File: src/rtl/rwin_pkg.sv
package rwin_pkg;

  typedef enum logic [1:0] {
    OP_SAVE    = 2'd0,
    OP_RESTORE = 2'd1,
    OP_FLUSH   = 2'd2,
    OP_NONE    = 2'd3
  } rw_op_e;

  typedef enum logic [1:0] {
    TK_NONE  = 2'd0,
    TK_SPILL = 2'd1,
    TK_FILL  = 2'd2,
    TK_CLEAN = 2'd3
  } rw_trap_e;

  typedef enum logic [2:0] {
    CA_CWP     = 3'd0,
    CA_CANSAVE = 3'd1,
    CA_CANREST = 3'd2,
    CA_CLEAN   = 3'd3,
    CA_OTHER   = 3'd4,
    CA_WSTATE  = 3'd5
  } rw_cfg_e;

  // Forward step on a ring of n entries; cur < n and step < n assumed.
  function automatic int ring_fwd(input int cur, input int step, input int n);
    int s;
    s = cur + step;
    return (s >= n) ? (s - n) : s;
  endfunction

  // One step backward on a ring of n entries.
  function automatic int ring_back(input int cur, input int n);
    return (cur == 0) ? (n - 1) : (cur - 1);
  endfunction

  // Free-to-save headroom left before a flush must spill.
  function automatic int flush_room(input int n, input int cansave_v);
    return n - 2 - cansave_v;
  endfunction

endpackage

File: src/rtl/rw_window_eval.sv
module rw_window_eval
  import rwin_pkg::*;
#(
  parameter int NWIN  = 8,
  parameter int CNT_W = 5
) (
  input  logic             acc_save,
  input  logic             acc_restore,
  input  logic             acc_flush,
  input  logic [CNT_W-1:0] cansave,
  input  logic [CNT_W-1:0] canrestore,
  input  logic [CNT_W-1:0] cleanwin,
  output rw_trap_e         kind,
  output logic [CNT_W-1:0] cansave_nxt,
  output logic [CNT_W-1:0] canrestore_nxt
);

  logic save_blocked;
  logic clean_hit;
  logic restore_blocked;
  logic flush_full;

  assign save_blocked    = (cansave == '0);
  assign clean_hit       = (cleanwin == canrestore);
  assign restore_blocked = (canrestore == '0);
  assign flush_full      = (flush_room(NWIN, int'(cansave)) == 0);

  always_comb begin
    kind           = TK_NONE;
    cansave_nxt    = cansave;
    canrestore_nxt = canrestore;
    if (acc_save) begin
      if (save_blocked) begin
        kind = TK_SPILL;
      end else if (clean_hit) begin
        kind = TK_CLEAN;
      end else begin
        cansave_nxt    = cansave - 1'b1;
        canrestore_nxt = canrestore + 1'b1;
      end
    end else if (acc_restore) begin
      if (restore_blocked) begin
        kind = TK_FILL;
      end else begin
        cansave_nxt    = cansave + 1'b1;
        canrestore_nxt = canrestore - 1'b1;
      end
    end else if (acc_flush) begin
      if (flush_full) kind = TK_SPILL;
    end
  end

endmodule

File: src/rtl/rw_ptr_step.sv
module rw_ptr_step
  import rwin_pkg::*;
#(
  parameter int NWIN  = 8,
  parameter int CWP_W = 5
) (
  input  logic             acc_save,
  input  logic             acc_restore,
  input  rw_trap_e         kind,
  input  logic [CWP_W-1:0] cwp,
  output logic [CWP_W-1:0] cwp_nxt
);

  logic [CWP_W-1:0] fwd_one;
  logic [CWP_W-1:0] fwd_two;
  logic [CWP_W-1:0] back_one;

  assign fwd_one  = CWP_W'(ring_fwd(int'(cwp), 1, NWIN));
  assign fwd_two  = CWP_W'(ring_fwd(int'(cwp), 2, NWIN));
  assign back_one = CWP_W'(ring_back(int'(cwp), NWIN));

  always_comb begin
    cwp_nxt = cwp;
    if (acc_save) begin
      cwp_nxt = (kind == TK_SPILL) ? fwd_two : fwd_one;
    end else if (acc_restore) begin
      cwp_nxt = back_one;
    end
  end

endmodule

File: src/rtl/rw_trap_fmt.sv
module rw_trap_fmt
  import rwin_pkg::*;
#(
  parameter int CNT_W = 5,
  parameter int WS_W  = 6
) (
  input  rw_trap_e            kind,
  input  logic [CNT_W-1:0]    otherwin,
  input  logic [WS_W-1:0]     wstate,
  output logic [WS_W/2-1:0]   vec,
  output logic                other
);

  localparam int HALF = WS_W / 2;

  logic uses_state;
  logic from_other;

  assign uses_state = (kind == TK_SPILL) || (kind == TK_FILL);
  assign from_other = (otherwin != '0);

  always_comb begin
    vec   = '0;
    other = 1'b0;
    if (uses_state) begin
      other = from_other;
      vec   = from_other ? wstate[WS_W-1:HALF] : wstate[HALF-1:0];
    end
  end

endmodule

File: src/rtl/rwin_ctrl.sv
module rwin_ctrl
  import rwin_pkg::*;
#(
  parameter int NWIN  = 8,
  parameter int CWP_W = 5,
  parameter int CNT_W = 5,
  parameter int WS_W  = 6,
  parameter int CFG_W = 6
) (
  input  logic               clk,
  input  logic               rst_n,
  input  logic               op_valid,
  input  logic [1:0]         op_kind,
  input  logic               cfg_we,
  input  logic [2:0]         cfg_addr,
  input  logic [CFG_W-1:0]   cfg_wdata,
  output logic [CWP_W-1:0]   cwp,
  output logic [CNT_W-1:0]   cansave,
  output logic [CNT_W-1:0]   canrestore,
  output logic [CNT_W-1:0]   cleanwin,
  output logic [CNT_W-1:0]   otherwin,
  output logic [WS_W-1:0]    wstate,
  output logic               trap_valid,
  output logic [1:0]         trap_kind,
  output logic [WS_W/2-1:0]  trap_type,
  output logic               trap_other
);

  localparam int HALF = WS_W / 2;
  localparam logic [CNT_W-1:0] RST_CANSAVE = CNT_W'(NWIN - 2);
  localparam logic [CNT_W-1:0] RST_CLEAN   = CNT_W'(NWIN - 1);

  // Named events used by the checker
  logic acc_save;
  logic acc_restore;
  logic acc_flush;
  logic acc_cfg;
  logic cwp_wr_ok;

  assign acc_save    = op_valid && (op_kind == 2'(OP_SAVE));
  assign acc_restore = op_valid && (op_kind == 2'(OP_RESTORE));
  assign acc_flush   = op_valid && (op_kind == 2'(OP_FLUSH));
  assign acc_cfg     = cfg_we && !op_valid;
  assign cwp_wr_ok   = (int'(cfg_wdata) < NWIN);

  rw_trap_e         kind;
  logic [CNT_W-1:0] cansave_nxt;
  logic [CNT_W-1:0] canrestore_nxt;
  logic [CWP_W-1:0] cwp_nxt;
  logic [HALF-1:0]  vec;
  logic             other;

  rw_window_eval #(.NWIN(NWIN), .CNT_W(CNT_W)) u_eval (
    .acc_save       (acc_save),
    .acc_restore    (acc_restore),
    .acc_flush      (acc_flush),
    .cansave        (cansave),
    .canrestore     (canrestore),
    .cleanwin       (cleanwin),
    .kind           (kind),
    .cansave_nxt    (cansave_nxt),
    .canrestore_nxt (canrestore_nxt)
  );

  rw_ptr_step #(.NWIN(NWIN), .CWP_W(CWP_W)) u_ptr (
    .acc_save    (acc_save),
    .acc_restore (acc_restore),
    .kind        (kind),
    .cwp         (cwp),
    .cwp_nxt     (cwp_nxt)
  );

  rw_trap_fmt #(.CNT_W(CNT_W), .WS_W(WS_W)) u_fmt (
    .kind     (kind),
    .otherwin (otherwin),
    .wstate   (wstate),
    .vec      (vec),
    .other    (other)
  );

  // Window state registers
  always_ff @(posedge clk) begin
    if (!rst_n) begin
      cwp        <= '0;
      cansave    <= RST_CANSAVE;
      canrestore <= '0;
      cleanwin   <= RST_CLEAN;
      otherwin   <= '0;
      wstate     <= '0;
    end else if (acc_cfg) begin
      case (cfg_addr)
        3'(CA_CWP):     if (cwp_wr_ok) cwp <= cfg_wdata[CWP_W-1:0];
        3'(CA_CANSAVE): cansave    <= cfg_wdata[CNT_W-1:0];
        3'(CA_CANREST): canrestore <= cfg_wdata[CNT_W-1:0];
        3'(CA_CLEAN):   cleanwin   <= cfg_wdata[CNT_W-1:0];
        3'(CA_OTHER):   otherwin   <= cfg_wdata[CNT_W-1:0];
        3'(CA_WSTATE):  wstate     <= cfg_wdata[WS_W-1:0];
        default: ;
      endcase
    end else begin
      cwp        <= cwp_nxt;
      cansave    <= cansave_nxt;
      canrestore <= canrestore_nxt;
    end
  end

  // Trap outputs, one cycle after the operation
  always_ff @(posedge clk) begin
    if (!rst_n) begin
      trap_valid <= 1'b0;
      trap_kind  <= 2'(TK_NONE);
      trap_type  <= '0;
      trap_other <= 1'b0;
    end else begin
      trap_valid <= (kind != TK_NONE);
      trap_kind  <= 2'(kind);
      trap_type  <= vec;
      trap_other <= other;
    end
  end

endmodule

File: config.mk
export PLATFORM = sky130hd
export DESIGN_NAME = rwin_ctrl
export DESIGN_NICKNAME = d
export VERILOG_FILES = /design/src/rtl/rwin_pkg.sv /design/src/rtl/rw_window_eval.sv /design/src/rtl/rw_ptr_step.sv /design/src/rtl/rw_trap_fmt.sv /design/src/rtl/rwin_ctrl.sv
export SDC_FILE = /design/constraint.sdc
export NUM_CORES = 1
export LEC_CHECK = 0
export ABC_AREA = 1
export BUFFER_PORTS_ARGS = -buffer_cell sky130_fd_sc_hd__buf_4
export CORE_MARGIN = 8
export CORE_UTILIZATION = 50
export CTS_BUF_LIST = sky130_fd_sc_hd__clkbuf_4 sky130_fd_sc_hd__clkbuf_8
export CTS_CLUSTER_DIAMETER = 80
export DETAILED_ROUTE_END_ITERATION = 7
export PLACE_DENSITY = 0.81
export SETUP_SLACK_MARGIN = 0.5
export SLEW_MARGIN = 20
export SYNTH_ARGS = -nofsm -noshare
export SYNTH_HDL_FRONTEND = slang
export SYNTH_SLANG_ARGS = --single-unit
File: constraint.sdc
create_clock -name clk -period 1.8 [get_ports clk]
set_clock_uncertainty 0.05 [all_clocks]
set_input_delay 0.09 -clock clk [delete_from_list [all_inputs] [get_ports clk]]
set_output_delay 0.09 -clock clk [all_outputs]
set_load 0.01 [all_outputs]
==> impl_metrics.toml <==
[timing]
final.period_utilization_pct = 97.8
finalHoldViolCount = 0
whs_ns = 0.0173
slew_headroom_pct = 55.4
slew_viol_final = 0
worstMarginPinSlew_ns = 0.662
setup_ws_ns = 0.0388
period_needed_ns = 1.76
finalSetupViolCount = 0
rsz0062_at_grt = "yes"
fmax_ghz = 0.568

[place]
numPortBuffers = 52
dp_slack_ns = 0.0127
placed_cell_area_sq_um = 3070
hpwl_mm = 5.12
gp_congestion = 0.862

[grt]
grt_pass1_wl_mm = 12.1
grt_usage_pct = 19.7
overflow = 0
grt_max_degree = 31
grt_pass1_vias = 2674
antenna_found_initial = 0

[synth]
synth_edf_count = 0
synth_area_sq_um = 2500
syn_nets = 407
yosys_warnings = 0
ys_seq_elements = 38
synthAdderAreaFrac_pct = 8.11
synthDistinctLibCells = 37
synth_top_family_by_area = "simple AND/OR/NAND/NOR gates"
synth-seq-area-share_pct = 30.4
synth-compound-area-share_pct = 13.0
ys.flop_type = "dfxtp_1"
synthCells = 377
yosys.area_share.xor_xnor_pct = 1.40
yosys-mux-area-fraction_pct = 0
synthArstFlopShare_pct = 0
synth.avg_cell_area_sq_um = 6.63
synthSimpleGateAreaFrac_pct = 37.6

[cells_and_area]
mostFrequentLayoutCell = "nand2_1"
final_util_pct = 75.3
drive_above_1_share_pct = 42.3
most-common-layout-cells = "nand2_1 (79), buf_4 (65), nor2_1 (40), inv_1 (32)"
fin_area_sq_um = 3600
n_antenna_cell = 0
fillers = 365
area_growth_pct = 44.1
nets = 483

[clocking]
cts_buffers = 5
cts-root-buf = "clkbuf_8"
cts_tree = "built"
htreeDepth = 2
clock-sinks = 38
cts_hold_buf = 0
clkLatencyLatePin_ns = 0.29
clockBufferDepth = 2
clkSlewWorstSetupHoldPaths_ns = 0.08

[power]
p_per_area_nw_per_um2 = 754
total_power_w = 0.00272
vdd_drop_max_mv = 0.530
p_leak_nw = 1.72

[critical_path]
worstSetupPathType = "register to register"
cp-start-kind = "register"
crit_top_cell = "nor2_4"
cp_slowest_stage_delay_ns = 0.34
worst-path-buf-inv = 0
cpMaxStageDelayCell = "dfxtp_2"
worstPathMaxFanout = 8
crit_arrival_ns = 1.93
endpoint_kind = "register"
required_ns = 1.97
path_cells = "nand3b_1 > nor2_4 > nor2_4 > nor2_4 > ha_4 > nand3_1 > nand2_1 > o21ai_2 > a21oi_2"
crit_family = "simple AND/OR/NAND/NOR gates"

[die]
pin_count = 53
core_sq_um = 4790
die_area_sq_um = 7520
die_height_um = 86.7
start_util_pct = 52.2
die_w_um = 86.7
row_count = 25

[route]
drt-vias-per-instance = 5.48
first_pass_iters = 5
antenna_left = 0
vias = 2857
drt-wirelength-per-cell_um = 15.5
drtIter0Drc = 240
drc = 0
totalWireLength_mm = 8.07

[job]
cap_violations = 0

[worst_hold_path]
hp-class = "input pin to register"

[run_status]
status = "finished clean"
## worst paths after layout
| kind | start | end | slack [ns] | depth (start not counted) |
|---|---|---|---|---|
| setup / recovery | cansave[2]$_SDFFE_PN1P_ | cwp[2]$_SDFFE_PN0P_ | 0.04 | 9 |
| hold / removal | cfg_wdata[0] | cleanwin[0]$_SDFFE_PN1P_ | 0.02 | 3 |
| setup reg to reg | cansave[2]$_SDFFE_PN1P_ | cwp[2]$_SDFFE_PN0P_ | 0.04 | 9 |
| hold reg to reg | wstate[0]$_SDFFE_PN0P_ | trap_type[0]$_SDFF_PN0_ | 0.42 | 2 |
## metrics by stage
step / std cells / setup TNS (ns)
finish: 521 / 0
global route: 521 / -0.103
CTS: 517 / 0
detailed placement: 496 / 0
global placement: 496 / 0
floorplan: 377 / 0
## layer usage
metal | GRT usage, % | vias to the layer above | wire [um]
li1 | - | 1371 | -
met2 | 35.2 | 144 | 4170
met4 | 7.98 | 0 | 252
met5 | 0 | - | 0
met3 | 5.01 | 32 | 608
met1 | 21.7 | 1310 | 3040
## cell usage after synthesis, types with 2 or more instances
cell type	instances	area share, %
a21oi_1	25	5.0
buf_2	3	0.60
clkbuf_1	2	0.30
dfxtp_1	38	30
fa_1	2	1.6
ha_1	13	6.5
inv_1	43	6.5
inv_2	6	0.90
nand2_1	91	14
nand2_2	4	1.0
nand3_1	29	5.8
nand3_2	2	0.80
nand4_1	5	1.3
nor2_1	49	7.4
nor2_2	4	1.0
nor2_4	3	1.4
nor3_1	3	0.60
o21ai_0	33	6.6
o21ai_1	2	0.40
xnor2_1	2	0.70
xor2_1	2	0.70
## power breakdown
part / internal (W) / switching, W
logic: 0.000450 / 0.000563
clock network: 0.000415 / 0.000324
registers: 0.000899 / 0.0000658
## state kept, by name, summed over array words and instances (netlist names)
| signal | flops |
|---|---|
| wstate | 6 |
| otherwin | 5 |
| trap_valid | 1 |
| trap_type | 3 |
| canrestore | 5 |
| trap_other | 1 |
| cansave | 5 |
| cleanwin | 5 |
| trap_kind | 2 |
| cwp | 5 |
## logic make-up after synthesis
kind of cell               Yosys count
AOI/OAI and AO/OA                   62
xor gates and xnor gates             4
adders and majority gates           15
buffers and inverters               58
DFF                                 38
and+or+nand+nor                    200
## layout make-up
type	count	area [sq um]	area share (%)
clock inverters	3	42.5	1.18
multi-input cells	282	1800	50.0
inverters	50	198	5.49
repair buffers	76	612	17.0
well taps	67	83.8	2.33
clock buffers	5	68.8	1.91
flip-flops and latches	38	796	22.1
## what timing repair did
action / 4_1_cts / 5_1_grt
setup endpoints to repair: 20 / 20
setup buffers: 12 / 4
resized for setup: 44 / 34
pin swaps: 49 / 20
gates cloned: 1 / 0
## worst min-delay path: stages
cell and delay (ns):
buf_4 0.11, a21oi_1 0.06, o21ai_0 0.06
No activity file was read; power rests on OpenSTA's default activity.
